### src/rtl/trace_enc_pkg.sv
package trace_enc_pkg;
    typedef enum logic [1:0] {
        MK_BRANCH = 2'b00,
        MK_WRITE  = 2'b01,
        MK_READ   = 2'b10,
        MK_INSTR  = 2'b11
    } msg_kind_e;

    typedef enum logic [1:0] {
        OS_IDLE = 2'b00,
        OS_SIDE = 2'b01,
        OS_PROG = 2'b10
    } out_state_e;
endpackage

### src/rtl/trc_prog_tracker.sv
module trc_prog_tracker #(
    parameter int AW      = 32,
    parameter int MAX_SEQ = 500,
    parameter int CW      = $clog2(MAX_SEQ + 1)
) (
    input  logic          clk,
    input  logic          rst_n,
    input  logic          en,
    input  logic          ret,
    input  logic          br,
    input  logic [AW-1:0] tgt,
    output logic          done,
    output logic          flush,
    output logic [AW-1:0] addr,
    output logic [CW-1:0] cnt
);
    localparam logic [CW-1:0] LIMIT = CW'(MAX_SEQ);

    logic [CW-1:0] seq_q;
    logic          limit_hit;

    assign limit_hit = (seq_q == LIMIT - 1'b1);

    always_comb begin
        done  = en & ret & (br | limit_hit);
        flush = en & ret & ~br & limit_hit;
        addr  = br ? tgt : '0;
        cnt   = br ? seq_q : LIMIT;
    end

    always_ff @(posedge clk) begin
        if (!rst_n) begin
            seq_q <= '0;
        end else if (!en) begin
            seq_q <= '0;
        end else if (ret) begin
            seq_q <= (br || limit_hit) ? '0 : seq_q + 1'b1;
        end
    end
endmodule

### src/rtl/trc_side_encoder.sv
module trc_side_encoder
    import trace_enc_pkg::*;
#(
    parameter int AW = 32,
    parameter int DW = 32,
    parameter int IW = 16
) (
    input  logic          clk,
    input  logic          rst_n,
    input  logic          en,
    input  logic          dat_vld,
    input  logic          dat_wr,
    input  logic [AW-1:0] dat_addr,
    input  logic [DW-1:0] dat_val,
    input  logic          itm_vld,
    input  logic [IW-1:0] itm_val,
    input  logic          room,
    output logic          evt,
    output logic          clash,
    output msg_kind_e     kind,
    output logic          abs,
    output logic [AW-1:0] addr,
    output logic [DW-1:0] data
);
    logic [AW-1:0] base_q;
    logic          base_ok_q;
    logic          take_dat;
    logic          take_itm;

    always_comb begin
        take_dat = en & dat_vld;
        take_itm = en & itm_vld & ~dat_vld;
        evt      = take_dat | take_itm;
        clash    = en & dat_vld & itm_vld;
        if (take_dat) begin
            kind = dat_wr ? MK_WRITE : MK_READ;
            abs  = ~base_ok_q;
            addr = base_ok_q ? (dat_addr - base_q) : dat_addr;
            data = dat_val;
        end else begin
            kind = MK_INSTR;
            abs  = 1'b0;
            addr = '0;
            data = DW'(itm_val);
        end
    end

    always_ff @(posedge clk) begin
        if (!rst_n) begin
            base_q    <= '0;
            base_ok_q <= 1'b0;
        end else if (!en) begin
            base_ok_q <= 1'b0;
        end else if (take_dat && room) begin
            base_q    <= dat_addr;
            base_ok_q <= 1'b1;
        end
    end
endmodule

### src/rtl/trc_out_arbiter.sv
module trc_out_arbiter
    import trace_enc_pkg::*;
#(
    parameter int AW = 32,
    parameter int DW = 32
) (
    input  logic          clk,
    input  logic          rst_n,
    input  logic          side_evt,
    input  logic          side_clash,
    input  msg_kind_e     side_kind,
    input  logic          side_abs,
    input  logic [AW-1:0] side_addr,
    input  logic [DW-1:0] side_data,
    input  logic          prog_evt,
    input  logic          prog_flush,
    input  logic [AW-1:0] prog_addr,
    input  logic [DW-1:0] prog_data,
    input  logic          msg_ready,
    output logic          side_room,
    output logic          msg_valid,
    output msg_kind_e     msg_type,
    output logic          msg_flag,
    output logic [AW-1:0] msg_addr,
    output logic [DW-1:0] msg_data,
    output logic          err
);
    out_state_e    state_q, state_d, pick;
    logic          s_full, p_full;
    msg_kind_e     s_kind;
    logic          s_flag, p_flag;
    logic [AW-1:0] s_addr, p_addr;
    logic [DW-1:0] s_data, p_data;
    logic          side_take, prog_take, prog_room;
    logic          side_load, prog_load, s_full_d, p_full_d, drop;

    always_comb begin
        side_take = (state_q == OS_SIDE) & msg_ready;
        prog_take = (state_q == OS_PROG) & msg_ready;
        side_room = ~s_full | side_take;
        prog_room = ~p_full | prog_take;
        side_load = side_evt & side_room;
        prog_load = prog_evt & prog_room;
        s_full_d  = side_load | (s_full & ~side_take);
        p_full_d  = prog_load | (p_full & ~prog_take);
        drop      = (side_evt & ~side_room) | (prog_evt & ~prog_room) | side_clash;
        pick      = s_full_d ? OS_SIDE : (p_full_d ? OS_PROG : OS_IDLE);
        unique case (state_q)
            OS_IDLE: state_d = pick;
            OS_SIDE: state_d = side_take ? pick : OS_SIDE;
            OS_PROG: state_d = prog_take ? pick : OS_PROG;
            default: state_d = OS_IDLE;
        endcase
    end

    always_ff @(posedge clk) begin
        if (!rst_n) state_q <= OS_IDLE;
        else        state_q <= state_d;
    end

    always_ff @(posedge clk) begin
        if (!rst_n) begin
            s_full <= 1'b0;
            p_full <= 1'b0;
            err    <= 1'b0;
            s_kind <= MK_INSTR;
            s_flag <= 1'b0;
            s_addr <= '0;
            s_data <= '0;
            p_flag <= 1'b0;
            p_addr <= '0;
            p_data <= '0;
        end else begin
            s_full <= s_full_d;
            p_full <= p_full_d;
            err    <= drop;
            if (side_load) begin
                s_kind <= side_kind;
                s_flag <= side_abs;
                s_addr <= side_addr;
                s_data <= side_data;
            end
            if (prog_load) begin
                p_flag <= prog_flush;
                p_addr <= prog_addr;
                p_data <= prog_data;
            end
        end
    end

    always_comb begin
        unique case (state_q)
            OS_SIDE: begin
                msg_valid = 1'b1;
                msg_type  = s_kind;
                msg_flag  = s_flag;
                msg_addr  = s_addr;
                msg_data  = s_data;
            end
            OS_PROG: begin
                msg_valid = 1'b1;
                msg_type  = MK_BRANCH;
                msg_flag  = p_flag;
                msg_addr  = p_addr;
                msg_data  = p_data;
            end
            default: begin
                msg_valid = 1'b0;
                msg_type  = MK_BRANCH;
                msg_flag  = 1'b0;
                msg_addr  = '0;
                msg_data  = '0;
            end
        endcase
    end
endmodule

### src/rtl/trace_encoder.sv
module trace_encoder
    import trace_enc_pkg::*;
#(
    parameter int AW      = 32,
    parameter int DW      = 32,
    parameter int IW      = 16,
    parameter int MAX_SEQ = 500
) (
    input  logic          clk,
    input  logic          rst_n,
    input  logic          trace_en,
    input  logic          ret_vld,
    input  logic          ret_branch,
    input  logic [AW-1:0] ret_target,
    input  logic          mem_vld,
    input  logic          mem_write,
    input  logic [AW-1:0] mem_addr,
    input  logic [DW-1:0] mem_data,
    input  logic          inst_vld,
    input  logic [IW-1:0] inst_value,
    input  logic          msg_ready,
    output logic          msg_valid,
    output logic [1:0]    msg_type,
    output logic          msg_flag,
    output logic [AW-1:0] msg_addr,
    output logic [DW-1:0] msg_data,
    output logic          err
);
    localparam int CW = $clog2(MAX_SEQ + 1);

    logic          p_done, p_flush;
    logic [AW-1:0] p_addr;
    logic [CW-1:0] p_cnt;
    logic          s_evt, s_clash, s_abs, s_room;
    msg_kind_e     s_kind, o_type;
    logic [AW-1:0] s_addr;
    logic [DW-1:0] s_data;

    trc_prog_tracker #(.AW(AW), .MAX_SEQ(MAX_SEQ), .CW(CW)) u_prog (
        .clk(clk), .rst_n(rst_n), .en(trace_en),
        .ret(ret_vld), .br(ret_branch), .tgt(ret_target),
        .done(p_done), .flush(p_flush), .addr(p_addr), .cnt(p_cnt)
    );

    trc_side_encoder #(.AW(AW), .DW(DW), .IW(IW)) u_side (
        .clk(clk), .rst_n(rst_n), .en(trace_en),
        .dat_vld(mem_vld), .dat_wr(mem_write), .dat_addr(mem_addr), .dat_val(mem_data),
        .itm_vld(inst_vld), .itm_val(inst_value), .room(s_room),
        .evt(s_evt), .clash(s_clash), .kind(s_kind), .abs(s_abs),
        .addr(s_addr), .data(s_data)
    );

    trc_out_arbiter #(.AW(AW), .DW(DW)) u_arb (
        .clk(clk), .rst_n(rst_n),
        .side_evt(s_evt), .side_clash(s_clash), .side_kind(s_kind), .side_abs(s_abs),
        .side_addr(s_addr), .side_data(s_data),
        .prog_evt(p_done), .prog_flush(p_flush), .prog_addr(p_addr), .prog_data(DW'(p_cnt)),
        .msg_ready(msg_ready), .side_room(s_room),
        .msg_valid(msg_valid), .msg_type(o_type), .msg_flag(msg_flag),
        .msg_addr(msg_addr), .msg_data(msg_data), .err(err)
    );

    assign msg_type = o_type;
endmodule

### config.mk
export PLATFORM = sky130hd
export DESIGN_NAME = trace_encoder
export DESIGN_NICKNAME = d
export VERILOG_FILES = /design/src/rtl/trace_enc_pkg.sv /design/src/rtl/trc_prog_tracker.sv /design/src/rtl/trc_side_encoder.sv /design/src/rtl/trc_out_arbiter.sv /design/src/rtl/trace_encoder.sv
export SDC_FILE = /design/constraint.sdc
export NUM_CORES = 1
export LEC_CHECK = 0
export BUFFER_PORTS_ARGS = -buffer_cell sky130_fd_sc_hd__buf_2
export CAP_MARGIN = 5
export CORE_ASPECT_RATIO = 0.6
export CORE_MARGIN = 3
export CORE_UTILIZATION = 55
export DETAILED_ROUTE_END_ITERATION = 12
export PLACE_DENSITY = 0.81
export RECOVER_POWER = 100
export SKIP_LAST_GASP = 1
export SLEW_MARGIN = 0
export SYNTH_ARGS = -nofsm -noshare
export SYNTH_HDL_FRONTEND = slang
export SYNTH_SLANG_ARGS = --single-unit
### constraint.sdc
create_clock -name clk -period 6.7 [get_ports clk]
set_input_delay 0.335 -clock clk [delete_from_list [all_inputs] [get_ports clk]]
set_output_delay 0.335 -clock clk [all_outputs]
set_load 0.02 [all_outputs]
==> out/results.tsv <==
metric	value	unit
status	finished, violations left	
failing checks	capacitance limit, slew limit	
RSZ-0062 raised after global routing	no	
clk slew on worst S/H paths	0.06	ns
via count	8470	
share of layout cells above drive strength 1	0.138	
DP HPWL	16800	um
CORE AREA	15500	um2
Primary FF master, synth	dfxtp_1	
crit path cell chain	inv_1, ha_1, clkbuf_1, a22oi_1, nor2b_1, clkbuf_1	
Leakage Power	4.04	nW
Post-CTS Resized	0	
Worst Path Required	6.36	ns
clk_lat worst skew	0.42	ns
fin util	0.660	
CTS Sinks	156	
P_sw	0.717	mW
die area	17600	um2
dpl ws	3.70	ns
Antenna Violating Nets Remaining	0	
vias in the first global route	7989	
crit path DAT	4.27	ns
YS warnings	0	
Mapped Nets	1247	
clk buf depth	2	
cell area after layout	10200	um2
1st-iter DRT viols	904	
routability cong.	0.955	
Vias/cell	5.87	
Max transition margin	-1.25	
CTS tree	built	
Inserted Clock Buffers	17	
crit path time final	4.60	ns
Final Max Tran Viols	388	
Max IR drop VDD	0.000162	V
share of power burned in combinational logic	0.187	
Placed Area	9740	um2
Final Hold Fails	0	
area leader, netlist	dfxtp_1	
setup_tns	0	ns
All-Layer GR Usage	0.278	
number of H-tree levels	4	
fillers	1333	
crit start category	register	
largest net degree at the start of global routing	98	
top-area cell type share of the netlist area	0.356	
part of the power in registers	0.416	
power share of the clock group	0.397	
Post-synth top cells	nand2_1 (163), dfxtp_1 (156), nor2b_1 (79), nand3_1 (76), clkbuf_1 (75)	
Seq/Total Area, Yosys	0.356	
syn_area_per_cell	8.06	um2
EDFF count, synth	0	
Synth-to-Final Area Change	16.3	%
slowest stage delay, CP	2.26	ns
DRC Markers	0	
Int Power	1.67	mW
flops & latches, synth	156	
Min-Delay Path Class	in2reg	
first-pass GRT wire length	40400	um
worst-path fanout max	68	
ys async rst share	0	
mapped cell area	8770	um2
max-cap viol count	6	
CP most frequent cell	clkbuf_1	
leading post-synthesis cells by cell area	dfxtp_1 (36%), nand2_1 (7.0%), nor2b_1 (5.6%)	
Setup Skew	0.0113	ns
FMAX	217	MHz
die span in y	104	um
Std-Cell Rows	35	
Nets	1383	
Slowest cell on crit path	clkbuf_1	
count leader, synth	nand2_1	
Total Wirelength	25000	um
Mapped Cells	1089	
post-CTS repair timing setup buffer count	0	
wire per inst	17.3	um
root buffer cell	clkbuf_16	
initial antenna violation count	1	
Pre-Repair DR Iteration Count	7	
Crit Path Class	reg2out	
Port Buffer Count	189	
Sw Share	0.300	
nature of the critical path endpoint	primary output	
worst slew pin tran	3.37	ns
Netlist cell types	56	
Top Ports	190	
initial cell density of the core	0.568	
Final period util	0.687	
Die X	169	um
Final setup viols	0	
total grt overflow	0	
setup ws final	2.10	ns
CTS Hold Buffers Added	0	
Power Density	234	nW/um2
==> critical path: cells and delay by family, from the launching register on <==
family,cells,cell delay [ns]
buffers and inverters,3,2.59
adder cells (fa/ha/maj),1,0.17
AND/OR/NAND/NOR,1,0.22
flip-flops,1,0.33
AO/OA/AOI/OAI,1,0.51
==> metal layers <==
layer  track usage  part of all wire  vias to the layer above
met2         0.404              0.42                      360
met4        0.0828             0.017                        0
met1         0.415              0.49                     3967
li1              -                 -                     4104
met3        0.0545             0.078                       39
met5             0                 0                        -
==> power by group through the flow <==
stage	clock network [mW]	logic [mW]	registers [mW]
floorplan	0	0.312	1.01
global placement	0	0.426	1.01
detailed placement	0	0.434	1.01
CTS	0.952	0.439	0.992
global route	0.995	0.491	0.997
finish	0.948	0.446	0.993
==> cell usage in the layout, fill, tap and decap left out, types with 4 or more instances in the layout <==
master,instances
a22oi_1,62
xor2_1,14
o21a_1,4
buf_4,5
xnor2_1,19
nand3_1,76
and2_0,8
dfxtp_1,156
inv_1,44
a21oi_1,36
mux2i_1,12
nor2b_1,79
nand4_1,12
a211oi_1,5
buf_2,122
and2_1,10
o211a_1,22
nand2_1,163
inv_6,5
nand3b_1,7
nor3_1,7
nor2_1,34
clkbuf_16,17
o21ai_0,26
ha_1,36
a21o_1,14
clkinv_4,4
and3_1,24
a222oi_1,13
clkbuf_1,71
nand2b_1,6
o21ai_1,5
a31oi_1,4
a21boi_0,70
==> cells by family after synthesis <==
| group | share of synthesized area |
|---|---|
| compound gates | 0.237 |
| buf+inv | 0.0559 |
| fa+ha+maj | 0.0548 |
| flops | 0.356 |
| xor+xnor | 0.0329 |
| mux | 0.0137 |
| simple gates | 0.250 |
==> state kept, by name (all words and copies together), names as in the netlist <==
name / cells
u_arb.p_addr: 32
u_arb.s_addr: 32
u_arb.s_data: 32
u_side.base_q: 32
u_arb.p_data: 9
u_prog.seq_q: 9
u_arb.s_kind: 2
u_arb.state_q: 2
u_arb.err: 1
u_arb.p_flag: 1
u_arb.p_full: 1
u_arb.s_flag: 1
u_arb.s_full: 1
u_side.base_ok_q: 1
==> path summary, 6_finish.rpt <==
check / slack [ns] / cells after the start / from / end
min reg2reg: 0.46 / 2 / u_arb.p_data[3] / u_arb.p_data[3]
max reg2reg: 2.48 / 7 / u_arb.state_q[0] / u_arb.p_addr[27]
max: 2.10 / 6 / u_arb.state_q[1] / msg_data[3]
min: 0.15 / 3 / mem_write / u_arb.s_kind[0]
==> per-stage QoR <==
| step | power (mW) | std cells | hold slack [ns] |
|---|---|---|---|
| after floorplan | 1.32 | 1089 | 0.430 |
| after global placement | 1.44 | 1408 | 0.437 |
| after CTS | 2.38 | 1440 | 0.139 |
| after global routing | 2.48 | 1442 | 0.156 |
| after detailed placement | 1.45 | 1408 | 0.447 |
| final | 2.39 | 1442 | 0.147 |
==> cell type report <==
class / instances / area (um2) / area share
Clock inverter: 15 / 154 / 0.0151
Antenna cell: 1 / 2.50 / 0.000245
Tap cell: 203 / 254 / 0.0249
Inverter: 44 / 165 / 0.0162
Sequential cell: 156 / 3120 / 0.306
Clock buffer: 17 / 425 / 0.0417
Multi-Input combinational cell: 808 / 5160 / 0.506
Timing Repair Buffer: 198 / 915 / 0.0896
No activity file was read; power rests on OpenSTA's default activity.
